$ cat config.mk
export PLATFORM = sky130hd
export DESIGN_NAME = sar_serial_port
export DESIGN_NICKNAME = d
export VERILOG_FILES = /design/src/rtl/sar_port_pkg.sv /design/src/rtl/sar_sync.sv /design/src/rtl/sar_conv_timer.sv /design/src/rtl/sar_shift_engine.sv /design/src/rtl/sar_serial_port.sv
export SDC_FILE = /design/constraint.sdc
export NUM_CORES = 1
export LEC_CHECK = 0
export CAP_MARGIN = 20
export CORE_MARGIN = 10
export CORE_UTILIZATION = 55
export CTS_CLUSTER_SIZE = 10
export DETAILED_ROUTE_END_ITERATION = 7
export HOLD_SLACK_MARGIN = 0.02
export PLACE_DENSITY = 0.8
export RECOVER_POWER = 100
export SYNTH_ARGS = -nofsm -noshare
export SYNTH_HDL_FRONTEND = slang
export SYNTH_SLANG_ARGS = --single-unit
$ cat constraint.sdc
create_clock -name clk_i -period 5.5 [get_ports clk_i]
set_input_delay 1.1 -clock clk_i [delete_from_list [all_inputs] [get_ports clk_i]]
set_output_delay 1.1 -clock clk_i [all_outputs]
set_load 0.02 [all_outputs]
$ cat src/rtl/sar_port_pkg.sv
package sar_port_pkg;
  typedef enum logic {
    MODE_CS    = 1'b0,
    MODE_CHAIN = 1'b1
  } port_mode_e;
endpackage

$ cat src/rtl/sar_sync.sv
module sar_sync #(
  parameter int N = 3
) (
  input  logic         clk_i,
  input  logic         rst_ni,
  input  logic [N-1:0] d_i,
  output logic [N-1:0] q_o
);
  for (genvar i = 0; i < N; i++) begin : g_bit
    logic [1:0] ff;
    always_ff @(posedge clk_i or negedge rst_ni) begin
      if (!rst_ni) ff <= '0;
      else         ff <= {ff[0], d_i[i]};
    end
    assign q_o[i] = ff[1];
  end
endmodule

$ cat src/rtl/sar_conv_timer.sv
module sar_conv_timer #(
  parameter int CNT_W = 16
) (
  input  logic             clk_i,
  input  logic             rst_ni,
  input  logic             start_i,
  input  logic [CNT_W-1:0] len_i,
  output logic             busy_o,
  output logic             done_o
);
  logic [CNT_W-1:0] cnt_q;
  logic             busy_q;

  always_ff @(posedge clk_i or negedge rst_ni) begin
    if (!rst_ni) begin
      busy_q <= 1'b0;
      cnt_q  <= '0;
    end else if (start_i && !busy_q) begin
      busy_q <= 1'b1;
      cnt_q  <= (len_i == '0) ? '0 : len_i - 1'b1;
    end else if (busy_q) begin
      if (cnt_q == '0) busy_q <= 1'b0;
      else             cnt_q  <= cnt_q - 1'b1;
    end
  end

  assign busy_o = busy_q;
  assign done_o = busy_q && (cnt_q == '0);


  done_clear_chk: assert property (@(posedge clk_i) disable iff (!rst_ni)
    done_o |=> !busy_o);

  start_busy_chk: assert property (@(posedge clk_i) disable iff (!rst_ni)
    (start_i && !busy_o) |=> busy_o);
endmodule

$ cat src/rtl/sar_shift_engine.sv
module sar_shift_engine #(
  parameter int W = 16
) (
  input  logic         clk_i,
  input  logic         rst_ni,
  input  logic         chain_i,
  input  logic         start_i,
  input  logic         busy_i,
  input  logic         load_i,
  input  logic         head_en_i,
  input  logic [W-1:0] data_i,
  input  logic         sck_fall_i,
  input  logic         sdi_i,
  input  logic         sel_i,
  output logic         sdo_o,
  output logic         oe_o
);
  localparam int CW = $clog2(W + 1);

  logic [W-1:0]  sreg_q;
  logic [CW-1:0] cnt_q;
  logic          head_q;
  logic          rd_done_q;
  logic          sel_q;
  logic          sel_fall;
  logic          fall_ok;

  assign sel_fall = sel_q && !sel_i;
  assign fall_ok  = sck_fall_i && (chain_i || (sel_i && !rd_done_q));

  always_ff @(posedge clk_i or negedge rst_ni) begin
    if (!rst_ni) begin
      sreg_q    <= '0;
      cnt_q     <= '0;
      head_q    <= 1'b0;
      rd_done_q <= 1'b1;
      sel_q     <= 1'b0;
    end else begin
      sel_q <= sel_i;
      if (start_i) begin
        rd_done_q <= 1'b1;
        head_q    <= 1'b0;
      end else if (load_i) begin
        sreg_q    <= data_i;
        head_q    <= head_en_i;
        cnt_q     <= '0;
        rd_done_q <= 1'b0;
      end else if (!busy_i) begin
        if (!chain_i && sel_fall) begin
          rd_done_q <= 1'b1;
        end else if (fall_ok) begin
          if (head_q) begin
            head_q <= 1'b0;
          end else begin
            sreg_q <= {sreg_q[W-2:0], chain_i ? sdi_i : 1'b0};
            if (!chain_i) begin
              cnt_q <= cnt_q + 1'b1;
              if (cnt_q == CW'(W - 1)) rd_done_q <= 1'b1;
            end
          end
        end
      end
    end
  end

  always_comb begin
    if (chain_i) begin
      oe_o  = 1'b1;
      sdo_o = busy_i ? 1'b0 : (head_q ? sdi_i : sreg_q[W-1]);
    end else begin
      oe_o  = !busy_i && sel_i && !rd_done_q;
      sdo_o = head_q ? 1'b0 : sreg_q[W-1];
    end
  end


  busy_hold_chk: assert property (@(posedge clk_i) disable iff (!rst_ni)
    (busy_i && !load_i && !start_i) |=> $stable(sreg_q));

  cnt_range_chk: assert property (@(posedge clk_i) disable iff (!rst_ni)
    !chain_i |-> (cnt_q <= CW'(W)));

  head_noshift_chk: assert property (@(posedge clk_i) disable iff (!rst_ni)
    (head_q && sck_fall_i && !busy_i && !start_i && !load_i) |=> $stable(sreg_q));
endmodule

$ cat src/rtl/sar_serial_port.sv
module sar_serial_port
  import sar_port_pkg::*;
#(
  parameter int DATA_W = 16,
  parameter int CNT_W  = 16
) (
  input  logic              clk_i,
  input  logic              rst_ni,
  input  logic              cnv_i,
  input  logic              sck_i,
  input  logic              sdi_i,
  input  logic [CNT_W-1:0]  conv_len_i,
  input  logic [DATA_W-1:0] result_i,
  output logic              sdo_o,
  output logic              sdo_oe_o,
  output logic              busy_o
);
  logic [2:0] pins_s;
  logic       cnv_s, sck_s, sdi_s;
  logic       cnv_q, sck_q;
  logic       cnv_rise, sck_fall;
  logic       start, done, busy;
  port_mode_e mode_q;
  logic       chain_q;
  logic       chain_start_q;
  logic       sel;
  logic       head_en;

  sar_sync #(.N(3)) u_sync (
    .clk_i (clk_i),
    .rst_ni(rst_ni),
    .d_i   ({cnv_i, sck_i, sdi_i}),
    .q_o   (pins_s)
  );
  assign {cnv_s, sck_s, sdi_s} = pins_s;

  always_ff @(posedge clk_i or negedge rst_ni) begin
    if (!rst_ni) begin
      cnv_q <= 1'b0;
      sck_q <= 1'b0;
    end else begin
      cnv_q <= cnv_s;
      sck_q <= sck_s;
    end
  end

  assign cnv_rise = cnv_s && !cnv_q;
  assign sck_fall = sck_q && !sck_s;
  assign start    = cnv_rise && !busy;

  always_ff @(posedge clk_i or negedge rst_ni) begin
    if (!rst_ni) begin
      mode_q        <= MODE_CS;
      chain_start_q <= 1'b0;
    end else if (start) begin
      mode_q        <= sdi_s ? MODE_CS : MODE_CHAIN;
      chain_start_q <= sck_s;
    end
  end

  assign chain_q = (mode_q == MODE_CHAIN);
  assign sel     = !(cnv_s && sdi_s);
  assign head_en = chain_q ? chain_start_q : sel;

  sar_conv_timer #(.CNT_W(CNT_W)) u_timer (
    .clk_i  (clk_i),
    .rst_ni (rst_ni),
    .start_i(start),
    .len_i  (conv_len_i),
    .busy_o (busy),
    .done_o (done)
  );

  sar_shift_engine #(.W(DATA_W)) u_shift (
    .clk_i     (clk_i),
    .rst_ni    (rst_ni),
    .chain_i   (chain_q),
    .start_i   (start),
    .busy_i    (busy),
    .load_i    (done),
    .head_en_i (head_en),
    .data_i    (result_i),
    .sck_fall_i(sck_fall),
    .sdi_i     (sdi_s),
    .sel_i     (sel),
    .sdo_o     (sdo_o),
    .oe_o      (sdo_oe_o)
  );

  assign busy_o = busy;


  mode_hold_chk: assert property (@(posedge clk_i) disable iff (!rst_ni)
    !start |=> $stable(mode_q));

  cs_hiz_busy_chk: assert property (@(posedge clk_i) disable iff (!rst_ni)
    (busy_o && !chain_q) |-> !sdo_oe_o);

  chain_drive_chk: assert property (@(posedge clk_i) disable iff (!rst_ni)
    chain_q |-> sdo_oe_o);

  chain_busy_low_chk: assert property (@(posedge clk_i) disable iff (!rst_ni)
    (chain_q && busy_o) |-> !sdo_o);
endmodule

* After elaboration in Yosys (flattened, before gate mapping) *
Index checks and enable logic that the tools add are counted.

cells by class
  add/subtract/negate cells = 3
  multipliers = 0
  div/mod/pow operators = 0
  order comparisons = 0
  eq/ne operators = 10
  shifts and indexed selects = 0
  multiplexer cells = 39
  bitwise logic cells = 1
  reduce and logical (&&, ||, !) cells = 31

operators by type and width
  cell                                                  count
  2-to-1 mux 16 bit                                     9
  logical NOT 16 bit                                    2
  subtractor 16 x 1 -> 16 bit (second input constant)   2
  2-to-1 mux 5 bit                                      6
  2-to-1 mux 1 bit                                      24
  logical AND 1 bit                                     12
  AND reduction 5 bit                                   2
  != test 2 bit (second input constant)                 4
  nonzero test 4 bit                                    2
  logical NOT 1 bit                                     6
  != test 3 x 2 -> 1 bit (second input constant)        2
  AND reduction 6 bit                                   1
  adder 5 x 1 -> 5 bit (second input constant)          1
  equality test 5 x 4 -> 1 bit (second input constant)  1
  != test 4 x 2 -> 1 bit (second input constant)        1
  != test 4 x 3 -> 1 bit (second input constant)        1
  nonzero test 2 bit                                    2
  AND reduction 3 bit                                   1
  nonzero test 3 bit                                    1
  != test 2 x 1 -> 1 bit (second input constant)        1
  AND reduction 2 bit                                   1
  logical OR 1 bit                                      1
  inverter 1 bit                                        1

storage, ports and cells
  register bits after elaboration = 51
  latch bits = 0
  RAM bits = 0
  memory bits (read-only) = 0
  output and inout port bits = 3
  memories kept = 0

* Depth between registers and ports, before layout *
  depth after elaboration = 10
  gate-level depth with buffers = 8
  gate-level depth less buffers = 8

* Modules after synthesis *
A second synthesis with hierarchy kept.

second synthesis, totals
  cells, all modules = 313
  area, all modules = 3052.9 um^2

by module, submodules not included
  module            times used  cells an instance  area an instance (um^2)  seq. area each (um^2)
  sar_conv_timer    1           161                1442.6                   425.4
  sar_shift_engine  1           132                1268.7                   601.8
  sar_sync          1           9                  172.7                    150.1
  sar_serial_port   1           11                 168.9                    100.1

* Worst setup path before layout *
No wires, ideal clock.

  path type = input to register
  start point = input port conv_len_i[12]
  end point = register u_timer.cnt_q[15]
  setup time = 0.123 ns
  arrival = 2.517 ns
  required time = 5.377 ns
  path slack = 2.860 ns
  stages on the path = 5
  buffers on the path = 0
  cells stage by stage = or4_4 or3_4 o21ai_4 a21oi_1 o221a_1

between the ends
  cells in the longest elaborated chain, start to end = 3
  elaborated cells on any way between the ends = 4

RTL lines
  what                                                                      RTL line               text
  start: declaration                                                        sar_serial_port.sv:12  input logic [CNT_W-1:0] conv_len_i,
  subtractor 16 x 1 -> 16 bit / logical NOT 16 bit (equally long branches)  sar_conv_timer.sv:20   cnt_q <= (len_i == '0) ? '0 : len_i - 1'b1;
  2-to-1 mux 16 bit (*)                                                     sar_conv_timer.sv:20
  2-to-1 mux 16 bit (*)                                                     sar_conv_timer.sv:18   end else if (start_i && !busy_q) begin
  end signal: assignment                                                    sar_conv_timer.sv:20
  end signal: assignment                                                    sar_conv_timer.sv:23   else cnt_q <= cnt_q - 1'b1;
  end: declaration                                                          sar_conv_timer.sv:11   logic [CNT_W-1:0] cnt_q;

Mark *: on every way between the ends. The rest lies on a longest branch, timed or not.
A chain may end at the register's enable or synchronous reset.

* Final worst setup path *
  start point = input port conv_len_i[0]
  end point = register u_timer.cnt_q[13]

Same word-level chain as after synthesis.

==> results.toml <==
[timing]
final_max_slew_viol_count = 52
setup_violations = 0
setup_tns_ns = 0
clock_skew_ns = 0.00338
timing.final.crit_share_pct = 66.6
worst_pin_slew_ns = 2.65
postLayoutSetupSlackWorst_ns = 1.84
max-slew-margin-rel_pct = -76.7
layout_min_cycle_time_ns = 3.66
grt_setup_unrepaired = "no"
final-hold-violation-count = 0
fmax_mhz = 273

[synth]
ys_ff_latch = 51
yosys.area_share.xor_xnor_pct = 3.54
syn_area_um2 = 2970
synth_cells = 308
synth_top_family_by_area = "simple AND/OR/NAND/NOR gates"
synth-edff-count = 0
synthSimpleGateAreaFrac_pct = 22.9
synth_nets = 350
yosys_warnings = 0
yosys-mux-area-fraction_pct = 6.44
synth_fa_ha_area_share_pct = 2.11
async_reset_ff_share_pct = 100
ys.flop_type = "dfrtp_1"
synth-seq-area-share_pct = 43.0
syn_avg_cell_area_um2 = 9.65
synth.distinct_cells = 60
synth_compound_area_share_pct = 18.2

[drt]
drc = 0
drt_pass1_iterations = 4
viasPerCell = 6.10
vias = 2545
ant_nets = 0
wl_per_cell_um = 16.3
first_iter_violations = 236
wl_mm = 6.80

[placed_design]
io_buffers = 39
dpl.hpwl_mm = 5.01
gp_congestion = 0.892
post-place-cells = 409
place_ws_ns = 2.22
placed_area_um2 = 3390

[cells_and_area]
nets = 388
final_cells = 417
synthToLayoutAreaGrowth_pct = 16.8
final_util_pct = 67.1
multi_input_area_um2 = 1540
final_area_um2 = 3470
antennaDiodeCount = 0
seq_area_um2 = 1280
fill_cells = 403
drive_above_1_share_pct = 5.76

[power]
p_per_area_nw_per_um2 = 396
peakVddDrop_mv = 0.274
power.leakage_uw = 0.00142

[cts]
ctsHoldBuffers = 0
cts_tree = "yes"
htree_levels = 2
root_buffer = "clkbuf_8"
cts_sinks = 51
numCtsBuffers = 5
clock_path_buffers = 2
post_cts_buffers = 0
cts.clk_slew.worst_paths_ns = 0.09
clk_latency_ns = 0.30
cts_resized = 0

[global_route]
grt_pass1_vias = 2506
grt_usage_pct = 16.0
antenna_found_initial = 0
grt_overflow_total = 0
grt_max_degree = 52
grt_pass1_wl_mm = 11.7

[die]
die_area_um2 = 8740
core_um2 = 5170
initial_core_util_pct = 57.5
rows = 26
ios = 40
fp.dieH_um = 93.5
die_x_um = 93.5

[worst_hold_path]
whs_path_depth = 0
hp-class = "flip-flop to flip-flop"

[outcome]
status = "complete, but fails checks"
violations = "max-capacitance violations, max-slew violations"

[setup_path]
cp.required_ns = 5.70
cp_max_fo = 10
rr_worst_depth = 5
critPathKind = "input port to flip-flop"
crit_path_end_kind = "flip-flop"
cp-start-kind = "input port"
arrival_ns = 3.86

[job]
maxCapViolCount = 1
[worst paths after layout]
kind,to,slack [ns],startpoint
max in group asynchronous,u_shift.cnt_q[0],2.28,rst_ni
max,u_timer.cnt_q[13],1.84,conv_len_i[0]
min in group asynchronous,u_timer.cnt_q[2],1.72,rst_ni
max reg2reg,u_timer.cnt_q[15],2.39,u_timer.busy_o
min,u_sync.g_bit[1].ff[1],0.36,u_sync.g_bit[1].ff[0]
min reg2reg,u_sync.g_bit[1].ff[1],0.36,u_sync.g_bit[1].ff[0]
[cells in the final DEF, fill, tap and decap left out, types with 5 or more instances in the layout]
cell type,n
clkdlybuf4s50_1,30
or3_1,5
clkbuf_8,5
nand4_1,8
nand3_1,8
nand2_1,29
nor2_1,22
mux2i_1,18
o21ai_0,27
nor4_1,8
xnor2_1,9
dfrtp_1,50
ha_1,5
inv_1,10
o22ai_1,8
nor3_1,12
o211a_1,6
a21oi_1,10
dlygate4sd3_1,8
[registers in the layout (all words and copies together), names as in the netlist, 5 cells and up]
signal	count
u_sync.g_bit.ff	6
u_shift.cnt_q	5
u_shift.sreg_q	16
u_timer.cnt_q	16
[metal layers]
metal / track usage (%) / up-vias / share of wire [%]
li1: - / 1233 / -
met1: 21.0 / 1229 / 47
met2: 25.8 / 74 / 46
met3: 3.76 / 9 / 6.4
met4: 4.63 / 0 / 1.0
met5: 0 / - / 0
[worst max-delay path, cell delays in order]
cell and delay [ns]:
dlygate4sd3_1 0.60, inv_1 0.08, ha_1 0.20, nor3b_1 0.34, nand3_1 0.25, o21ai_0 0.89, o22ai_1 0.21, o211a_1 0.19
[kinds of logic (layout without fill, tap and decap cells)]
| group | Yosys count | count (layout) |
|---|---|---|
| simple gates | 120 | 120 |
| compound gates | 80 | 80 |
| flops | 51 | 51 |
| buf+inv | 21 | 60 |
| mux | 19 | 19 |
| xor+xnor | 12 | 12 |
| fa+ha+maj | 5 | 5 |
[synth_stat cells, types with 4 or more instances]
cell	instances	area share, %
or3_1	5	1.1
mux2i_1	18	6.1
a21oi_1	10	1.7
o22ai_1	8	1.7
or4_1	4	1.0
o211a_1	6	2.0
nor3_1	12	2.0
nor2_1	22	2.8
nor4_1	7	1.5
o21ai_0	25	4.2
inv_1	9	1.1
a211oi_1	4	1.0
ha_1	5	2.1
nand2_1	29	3.7
dfrtp_1	50	42
clkbuf_1	4	0.51
nand3_1	8	1.3
xnor2_1	9	2.7
nand4_1	8	1.7
a31oi_1	4	0.84
[where the power goes]
part	internal [µW]	total (µW)	switching, µW	leakage (µW)
sequential	489	616	127	0.000576
clock	182	304	122	0.0000654
combinational	213	457	243	0.000779
[final cells by class]
| cell class | instances | share of cell area, % |
|---|---|---|
| multi-input combinational | 236 | 44.3 |
| sequential | 51 | 36.8 |
| timing repair buffer | 42 | 11.5 |
| tap | 70 | 2.52 |
| clock buffer | 6 | 2.09 |
| clock inverter | 2 | 1.73 |
| inverter | 10 | 1.08 |
[per-stage QoR]
stage          hold WS [ns]  power [µW]
5_1_grt               0.365        1470
2_1_floorplan         0.331         935
3_3_place_gp          0.331        1060
4_1_cts               0.360        1390
6_report              0.360        1380
3_5_place_dp          0.336        1090
Note: power is estimated with default switching activity, not from simulation.
